**src/rtl/owt_pkg.sv**
```systemverilog
package owt_pkg;

    typedef enum logic [2:0] {
        ST_IDLE,
        ST_RD_ID,
        ST_RD_CMP,
        ST_WR_DIR,
        ST_FINISH
    } owt_state_e;

    localparam int unsigned RES_W = 3;

    // result code when no device pulled the line (also used on abort)
    localparam logic [RES_W-1:0] CODE_NO_RESP = 3'b011;

    function automatic logic is_slot_state(input owt_state_e s);
        return (s == ST_RD_ID) || (s == ST_RD_CMP) || (s == ST_WR_DIR);
    endfunction

endpackage

```
**src/rtl/owt_decide.sv**
```systemverilog
module owt_decide
    import owt_pkg::*;
(
    input  logic             id_bit,
    input  logic             cmp_bit,
    input  logic             dir_req,
    output logic             no_resp,
    output logic             dir_take,
    output logic [RES_W-1:0] code
);

    always_comb begin
        no_resp  = id_bit & cmp_bit;
        if (id_bit == cmp_bit) begin
            // both low: devices disagree, follow requested path
            // both high: nothing answered, direction is unused and left 0
            dir_take = no_resp ? 1'b0 : dir_req;
        end else begin
            // a single branch present: follow it
            dir_take = id_bit;
        end
        code = {dir_take, cmp_bit, id_bit};
    end

endmodule

```
**src/rtl/owt_slot_timer.sv**
```systemverilog
module owt_slot_timer #(
    parameter int unsigned LIMIT = 1000
) (
    input  logic clk,
    input  logic rst_n,
    input  logic restart,
    input  logic run,
    output logic expired
);

    localparam int unsigned CW = (LIMIT < 2) ? 1 : $clog2(LIMIT + 1);
    localparam logic [CW-1:0] LAST = CW'(LIMIT - 1);

    logic [CW-1:0] cnt;

    always_ff @(posedge clk or negedge rst_n) begin
        if (!rst_n) begin
            cnt <= '0;
        end else if (restart) begin
            cnt <= '0;
        end else if (run && !expired) begin
            cnt <= cnt + 1'b1;
        end
    end

    // high in the last cycle of the waiting window
    assign expired = (cnt == LAST);

endmodule

```
**src/rtl/owt_triplet.sv**
```systemverilog
module owt_triplet
    import owt_pkg::*;
#(
    parameter int unsigned DATA_W      = 8,
    parameter int unsigned TIMEOUT_CYC = 1000
) (
    input  logic              clk,
    input  logic              rst_n,
    input  logic              start_i,
    input  logic              dir_req_i,
    output logic              slot_req_o,
    output logic              slot_wr_o,
    output logic              slot_wbit_o,
    input  logic              slot_ack_i,
    input  logic [DATA_W-1:0] slot_rdata_i,
    output logic              busy_o,
    output logic              done_o,
    output logic              err_o,
    output logic [RES_W-1:0]  result_o
);

    owt_state_e st, nxt;

    logic             rd_bit;
    logic             tmo_fire;
    logic             slot_enter;
    logic             expired;
    logic             dec_none, dec_dir;
    logic [RES_W-1:0] dec_code;

    logic             req_q, wr_q, wbit_q, done_q, err_q;
    logic             dir_q, id_q;
    logic [RES_W-1:0] code_q, result_q;

    assign rd_bit = slot_rdata_i[0];

    generate
        if (DATA_W > 1) begin : g_hi_bits
            logic unused_hi;
            assign unused_hi = ^slot_rdata_i[DATA_W-1:1];
        end
    endgenerate

    owt_decide u_decide (
        .id_bit   (id_q),
        .cmp_bit  (rd_bit),
        .dir_req  (dir_q),
        .no_resp  (dec_none),
        .dir_take (dec_dir),
        .code     (dec_code)
    );

    owt_slot_timer #(.LIMIT(TIMEOUT_CYC)) u_timer (
        .clk     (clk),
        .rst_n   (rst_n),
        .restart (slot_enter),
        .run     (is_slot_state(st)),
        .expired (expired)
    );

    // state register
    always_ff @(posedge clk or negedge rst_n) begin
        if (!rst_n) begin
            st <= ST_IDLE;
        end else begin
            st <= nxt;
        end
    end

    // next-state logic
    always_comb begin
        nxt      = st;
        tmo_fire = 1'b0;
        unique case (st)
            ST_IDLE: begin
                if (start_i) nxt = ST_RD_ID;
            end
            ST_RD_ID: begin
                if (slot_ack_i) begin
                    nxt = ST_RD_CMP;
                end else if (expired) begin
                    nxt      = ST_FINISH;
                    tmo_fire = 1'b1;
                end
            end
            ST_RD_CMP: begin
                if (slot_ack_i) begin
                    nxt = dec_none ? ST_FINISH : ST_WR_DIR;
                end else if (expired) begin
                    nxt      = ST_FINISH;
                    tmo_fire = 1'b1;
                end
            end
            ST_WR_DIR: begin
                if (slot_ack_i) begin
                    nxt = ST_FINISH;
                end else if (expired) begin
                    nxt      = ST_FINISH;
                    tmo_fire = 1'b1;
                end
            end
            ST_FINISH: begin
                nxt = ST_IDLE;
            end
            default: begin
                nxt = ST_IDLE;
            end
        endcase
    end

    assign slot_enter = is_slot_state(nxt) && (nxt != st);

    // registered outputs and captured step data
    always_ff @(posedge clk or negedge rst_n) begin
        if (!rst_n) begin
            req_q    <= 1'b0;
            wr_q     <= 1'b0;
            wbit_q   <= 1'b0;
            done_q   <= 1'b0;
            err_q    <= 1'b0;
            dir_q    <= 1'b0;
            id_q     <= 1'b0;
            code_q   <= '0;
            result_q <= '0;
        end else begin
            req_q  <= slot_enter;
            wr_q   <= (nxt == ST_WR_DIR);
            done_q <= (nxt == ST_FINISH);
            err_q  <= tmo_fire;
            if (st == ST_IDLE && start_i) begin
                dir_q <= dir_req_i;
            end
            if (st == ST_RD_ID && slot_ack_i) begin
                id_q <= rd_bit;
            end
            if (st == ST_RD_CMP && slot_ack_i) begin
                wbit_q <= dec_dir;
                code_q <= dec_code;
            end
            if (nxt == ST_FINISH && st != ST_FINISH) begin
                if (tmo_fire) begin
                    result_q <= CODE_NO_RESP;
                end else if (st == ST_RD_CMP) begin
                    result_q <= dec_code;
                end else begin
                    result_q <= code_q;
                end
            end
        end
    end

    assign slot_req_o  = req_q;
    assign slot_wr_o   = wr_q;
    assign slot_wbit_o = wbit_q;
    assign busy_o      = (st != ST_IDLE);
    assign done_o      = done_q;
    assign err_o       = err_q;
    assign result_o    = result_q;

endmodule

```
**config.mk**
```make
export PLATFORM = sky130hd
export DESIGN_NAME = owt_triplet
export DESIGN_NICKNAME = d
export VERILOG_FILES = /design/src/rtl/owt_pkg.sv /design/src/rtl/owt_decide.sv /design/src/rtl/owt_slot_timer.sv /design/src/rtl/owt_triplet.sv
export SDC_FILE = /design/constraint.sdc
export NUM_CORES = 1
export LEC_CHECK = 0
export ABC_CLOCK_PERIOD_IN_PS = 3320
export BUFFER_PORTS_ARGS = -buffer_cell sky130_fd_sc_hd__clkbuf_2
export CORE_ASPECT_RATIO = 0.6
export CORE_MARGIN = 2
export CORE_UTILIZATION = 50
export DETAILED_ROUTE_END_ITERATION = 7
export PLACE_DENSITY = 0.71
export SYNTH_ARGS = -nofsm -noshare
export SYNTH_HDL_FRONTEND = slang
export SYNTH_HIERARCHICAL = 1
export SYNTH_SLANG_ARGS = --single-unit
export TNS_END_PERCENT = 100
```
**constraint.sdc**
```tcl
create_clock -name clk -period 3.32 [get_ports clk]
set_input_delay 0.332 -clock clk [delete_from_list [all_inputs] [get_ports clk]]
set_output_delay 0.332 -clock clk [all_outputs]
set_load 0.05 [all_outputs]
```
# Word-level counts from Yosys, hierarchy flattened
# Cells that the tools add are included.
dict set report classes {
  eq_ne 11
  bitwise_logic 1
  n_mux 16
  reduce_logical 15
  addsub 1
}
# operator n
set op_table {}
lappend op_table {{$mux 3} 8}
lappend op_table {{$mux 10} 2}
lappend op_table {{$eq 3x2->1 const B} 4}
lappend op_table {{$pmux 3 s4} 1}
lappend op_table {{$add 10x1->10 const B} 1}
lappend op_table {{$eq 10x10->1 const B} 1}
lappend op_table {{$eq 3x1->1 const B} 2}
lappend op_table {{$logic_and 1x1->1} 6}
lappend op_table {{$mux 1} 5}
lappend op_table {{$logic_or 1x1->1} 4}
lappend op_table {{$eq 3x3->1 const B} 1}
lappend op_table {{$logic_not 3->1} 1}
lappend op_table {{$ne 3x3->1} 1}
lappend op_table {{$ne 3x3->1 const B} 1}
lappend op_table {{$reduce_bool 3->1} 1}
lappend op_table {{$reduce_or 3->1} 1}
lappend op_table {{$reduce_bool 2->1} 1}
lappend op_table {{$and 1x1->1} 1}
lappend op_table {{$eq 1x1->1} 1}
lappend op_table {{$logic_not 1->1} 1}
dict set report word_totals {
  regBits 26
  elab_cells 55
  input_bits 13
  out_inout_bits 9
}

# Longest topological paths before layout
dict set report depth {
  word_depth 9
  mapped_depth 11
  ltp_nobuf 10
}

# By module
# Netlist, hierarchy kept.
# module seq_area_each_um2 instances area_each_um2 cells_per_inst
set modules_own_cells {}
lappend modules_own_cells {owt_triplet 400.4 1 805.8 70}
lappend modules_own_cells {owt_slot_timer 250.2 1 606.8 63}
lappend modules_own_cells {owt_decide 0.0 1 53.8 7}

# Least setup slack after synthesis
# No wires, ideal clock.
dict set report synth_path {
  path_type {reg2reg}
  startpoint {register u_timer.cnt[0]}
  endpoint {register u_timer.cnt[1]}
  path_stages_with_launch 11
  period_less_slack_ns 2.604
  slack_ns 0.716
  n_path_buf 0
  required_ns 3.181
  arrival_ns 2.465
  path_cell_list {dfrtp_1 -> ha_1 -> nand4bb_1 -> nor3_1 -> nor3b_2 -> a21oi_1 -> o31ai_2 -> mux2_1 -> nand3b_1 -> a21oi_1 -> or4_1}
}
dict set report synth_between {
  elab_chain_len 9
}
# item line_no
set synth_lines {}
lappend synth_lines {{start, declared} owt_slot_timer.sv:14} ;# logic [CW-1:0] cnt;
lappend synth_lines {{start signal, assigned} owt_slot_timer.sv:22} ;# cnt <= cnt + 1'b1;
lappend synth_lines {{$eq 10x10->1 (*)} owt_slot_timer.sv:27} ;# assign expired = (cnt == LAST);
lappend synth_lines {{via expired} owt_triplet.sv:27} ;# logic expired;
lappend synth_lines {{$mux 3 (*)} {owt_triplet.sv:81, owt_triplet.sv:89, owt_triplet.sv:97}}
lappend synth_lines {{$mux 3, on equally long branches} {owt_triplet.sv:95, owt_triplet.sv:79, owt_triplet.sv:87}}
lappend synth_lines {{$pmux 3 s4 (*)} owt_triplet.sv:74} ;# unique case (st)
lappend synth_lines {{via nxt[0]} owt_triplet.sv:22} ;# owt_state_e st, nxt;
lappend synth_lines {{$eq 3x1->1 or $eq 3x2->1 (tied branches)} owt_pkg.sv:17} ;# return (s == ST_RD_ID) || (s == ST_RD_CMP) || (s == ST_WR_DIR);
lappend synth_lines {{$logic_or 1x1->1 (2 in series)} owt_pkg.sv:17}
lappend synth_lines {{$logic_and 1x1->1 (*)} owt_triplet.sv:111} ;# assign slot_enter = is_slot_state(nxt) && (nxt != st);
lappend synth_lines {{via slot_enter} owt_triplet.sv:26} ;# logic slot_enter;
lappend synth_lines {{$mux 10 or $reduce_bool 2->1 (tied branches)} n/a}
# Mark *: on every way through the listed nets, which the timed path passes. The rest lies on a longest branch. The select of a mux whose other input is x is not followed.
# A chain may end at the register's enable or synchronous reset.

# Final worst setup path
# Ends and elaborated chain as after synthesis.

==> results.txt <==
For this design, the CTS-stage hold fixing added 0 buffers. The number of antenna cells inserted came out at 0. TritonCTS built the clock tree.

The clock passes through at most 2 buffers. The filler cell count is 249, and the horizontal extent of the die is 73.9 microns. For the pin with the worst max-slew slack, the measured transition is 0.641 ns.

Final routed wirelength across all metal layers: 2780 microns. STA puts the critical path data arrival time at 3.16 ns. Internal power: 744 uW. The initial antenna violation count is 0, and the y dimension of the die is 46.0 microns.

Per report_power, the combinational group accounts for 47.3% of the total. The number of gates resized after CTS was 0. In this run the remaining antenna-violating nets after routing total 0. The first TritonRoute pass finished after 4 iterations. The achievable clock frequency was 0.331 GHz; the number of failing setup endpoints in the final timing report was 0.

After floorplanning, the core was divided into 15 placement rows. After detailed routing, the number of vias per cell comes to 5.66. For this design the static power due to leakage is 0.000690 uW. The tree is rooted in a sky130_fd_sc_hd__clkbuf_8.

In the synthesized netlist the dominant register cell turns out to be sky130_fd_sc_hd__dfrtp_1. Overall power consumption after layout is estimated at 1360 uW. The tools report the number of max-slew violations in the final report as 0. The tools report the count of nets after finishing as 166. The floorplan step defined a die boundary enclosing 3400 sq um.

The post-CTS clock slew at the launch and capture registers of the worst setup and hold paths came out at 0.09 ns. The clock reaches the later pin of the worst-skew pair after 0.27 ns. Yosys mapped a number of flops with a built-in enable equal to 0. The tools report the category of the worst setup path capture point as a flip-flop. Each instance of the synthesized netlist takes up on average 10.5 sq um. Switching share of power: 45.3%. Yosys printed 6 warnings. The most common library cell in the layout ignoring fill and taps was sky130_fd_sc_hd__dfrtp_1. The logs give 0 for the count of endpoints failing hold in the final timing report and 14.8% for the part of the power in the clock network. Total grt overflow: 0.

The logs give 617 uW for the power dissipated by switching net loads and 3.46 ns for the required time at the worst-slack endpoint. Worst-case vdd ir drop: 0.439 mV. Leaving out fill and tap cells, the most frequent cells in the layout are sky130_fd_sc_hd__dfrtp_1 (26), sky130_fd_sc_hd__clkbuf_2 (14), sky130_fd_sc_hd__nor2_1 (11), sky130_fd_sc_hd__a21oi_1 (11), sky130_fd_sc_hd__inv_1 (7). Once the floorplan was initialized, standard cells occupied 51.7% of the core.

During I/O placement, the number of pins put on the boundary was 22. The routed length per instance works out to 14.5 microns. The tools report the critical path startpoint category as a flip-flop.

The tools report the total negative slack as 0 ns. The starting DRC count in detailed routing was 68; the overall track demand over capacity in global routing was 18.8%. The number of nets in the synthesized netlist is 155.

After clock tree synthesis, the setup repair step added 0 buffers. The tools report the number of buffers created by CTS as 3. The run finished with clean final reports. After synthesis, flip-flops and latches occupy 44.4% of the total area. The count of buffers added on input and output ports is 14.

Summing every instance area after synthesis gives 1470 sq um. The flip-flop and latch count after synthesis is 26, and the gate count of the mapped netlist is 140. The tools report the clock skew as 0.00334 ns. The congestion estimate from routability-driven global placement came to 0.809. For the headroom to the max-slew limit, the log shows 57.3%. For the worst flop-to-flop path, the logic depth is 10. The number of different library cells used by synthesis comes to 45. Dividing the final minimum period by the clock period gives 90.9%. Per report_power, the sequential group accounts for 37.9% of the total. The global-route wire length before repair is 4640 microns.

After detailed routing, the number of remaining DRC violations is 0. The clock sink total is 26. The minimum period implied by the final worst setup slack is 3.02 ns, and the maximum net fanout on the critical path is 14. The tools report the largest net degree at the start of global routing as 27.

The proportion of synthesized flip-flops having asynchronous set or reset came out at 100%. Class of the tightest hold or removal check: input port to asynchronous set/reset pin. The area growth from synthesis to layout is 7.59%. Max-cap violations in this run came to 0. After legalization and detailed placement, the total HPWL measured 2030 microns.

The tools report the total number of H-tree levels as 1. Setup repair after global routing left no endpoint under its margin. The routed layout has 1,086 vias.

The share of final-layout standard cells stronger than drive strength 1 is 22.0%, and the number of global-route vias before repair is 997. Core outline area: 2830 sq um. The critical path is of the flip-flop to flip-flop type. In this run the power density over the cells is 863 nW/um^2.
-- power by group through the flow --
stage | registers (uW) | clock network [uW] | logic, uW
after floorplan | 575 | 0 | 515
after global placement | 517 | 0 | 618
after detailed placement | 521 | 0 | 641
after CTS | 514 | 213 | 644
after global routing | 534 | 226 | 700
final | 515 | 202 | 644
-- path summary, 6_finish.rpt --
kind,start,to,slack (ns)
worst max-delay path,u_timer/cnt[0],u_timer/cnt[1],0.30
worst min-delay path,rst_n,st[2],0.07
worst max register to register,u_timer/cnt[0],u_timer/cnt[1],0.30
worst min register to register,code_q[2],code_q[2],0.49
max in group asynchronous,rst_n,u_timer/cnt[9],2.83
min in group clk,dir_req_i,dir_q,0.27
-- cells by family (layout without fill, tap and decap cells) --
family / after synthesis / after routing / synth area share, %
DFF: 26 / 26 / 44.4
muxes: 10 / 10 / 7.68
AOI/OAI and AO/OA: 30 / 30 / 14.9
and+or+nand+nor: 54 / 54 / 23.6
adders and majority gates: 2 / 2 / 1.71
buffers and inverters: 17 / 27 / 7.08
xor gates and xnor gates: 1 / 1 / 0.597
-- routing by layer --
| metal | vias to the layer above | share of wire (%) | global-route usage (%) |
|---|---|---|---|
| met4 | 0 | 0.75 | 3.27 |
| met2 | 27 | 42 | 30.0 |
| met3 | 4 | 4.4 | 5.53 |
| met5 | - | 0 | 0 |
| li1 | 529 | - | - |
| met1 | 526 | 52 | 25.8 |
-- cell usage after synthesis, types with 3 or more instances --
master	instances	share of area (%)
sky130_fd_sc_hd__mux2i_1	3	2.0
sky130_fd_sc_hd__inv_1	7	1.8
sky130_fd_sc_hd__mux2_1	6	4.6
sky130_fd_sc_hd__dfrtp_1	26	44
sky130_fd_sc_hd__nand2b_1	5	2.1
sky130_fd_sc_hd__o21ai_0	3	1.0
sky130_fd_sc_hd__nand3_1	5	1.7
sky130_fd_sc_hd__a21oi_1	11	3.8
sky130_fd_sc_hd__buf_4	4	2.0
sky130_fd_sc_hd__buf_6	3	2.3
sky130_fd_sc_hd__o31ai_1	4	2.0
sky130_fd_sc_hd__or4_1	5	2.6
sky130_fd_sc_hd__nand2_1	6	1.5
sky130_fd_sc_hd__nor2_1	11	2.8
-- layout make-up --
cell class              instances  area, sq um  share of cell area (%)
clock buffers                   4         55.1                    3.49
inverters                       8         30.0                    1.90
multi-input cells              97          712                    45.1
flip-flops and latches         26          651                    41.2
well taps                      42         52.6                    3.33
repair buffers                 15         77.6                    4.92
-- sequential cells by signal, summed over array words and instances (netlist names) --
name,cells
code_q,3
dir_q,1
done_o,1
err_o,1
id_q,1
result_o,3
slot_req_o,1
slot_wbit_o,1
slot_wr_o,1
st,3
u_timer/cnt,10
-- critical path, cell delays in order (launching register included) --
cell and delay [ns]:
sky130_fd_sc_hd__dfrtp_1 0.42, sky130_fd_sc_hd__ha_1 0.28, sky130_fd_sc_hd__nand4bb_1 0.19, sky130_fd_sc_hd__nor3_1 0.30
sky130_fd_sc_hd__nor3b_2 0.11, sky130_fd_sc_hd__a21oi_1 0.21, sky130_fd_sc_hd__o31ai_2 0.10, sky130_fd_sc_hd__mux2_1 0.48
sky130_fd_sc_hd__nand3b_1 0.20, sky130_fd_sc_hd__a21oi_1 0.06, sky130_fd_sc_hd__or4_1 0.54
-- through the flow --
stage	cells	instance area, sq um	utilization [%]	worst slack (ns)	hold WS (ns)
after global placement	188	1520	53.7	0.430	0.381
after global routing	192	1580	55.7	0.115	0.117
after CTS	192	1580	55.7	0.338	0.0967
after floorplan	140	1470	-	0.716	0.0364
after detailed placement	188	1520	53.7	0.364	0.398
final	192	1580	55.7	0.301	0.0650
Power figures use the tool's default switching activity.
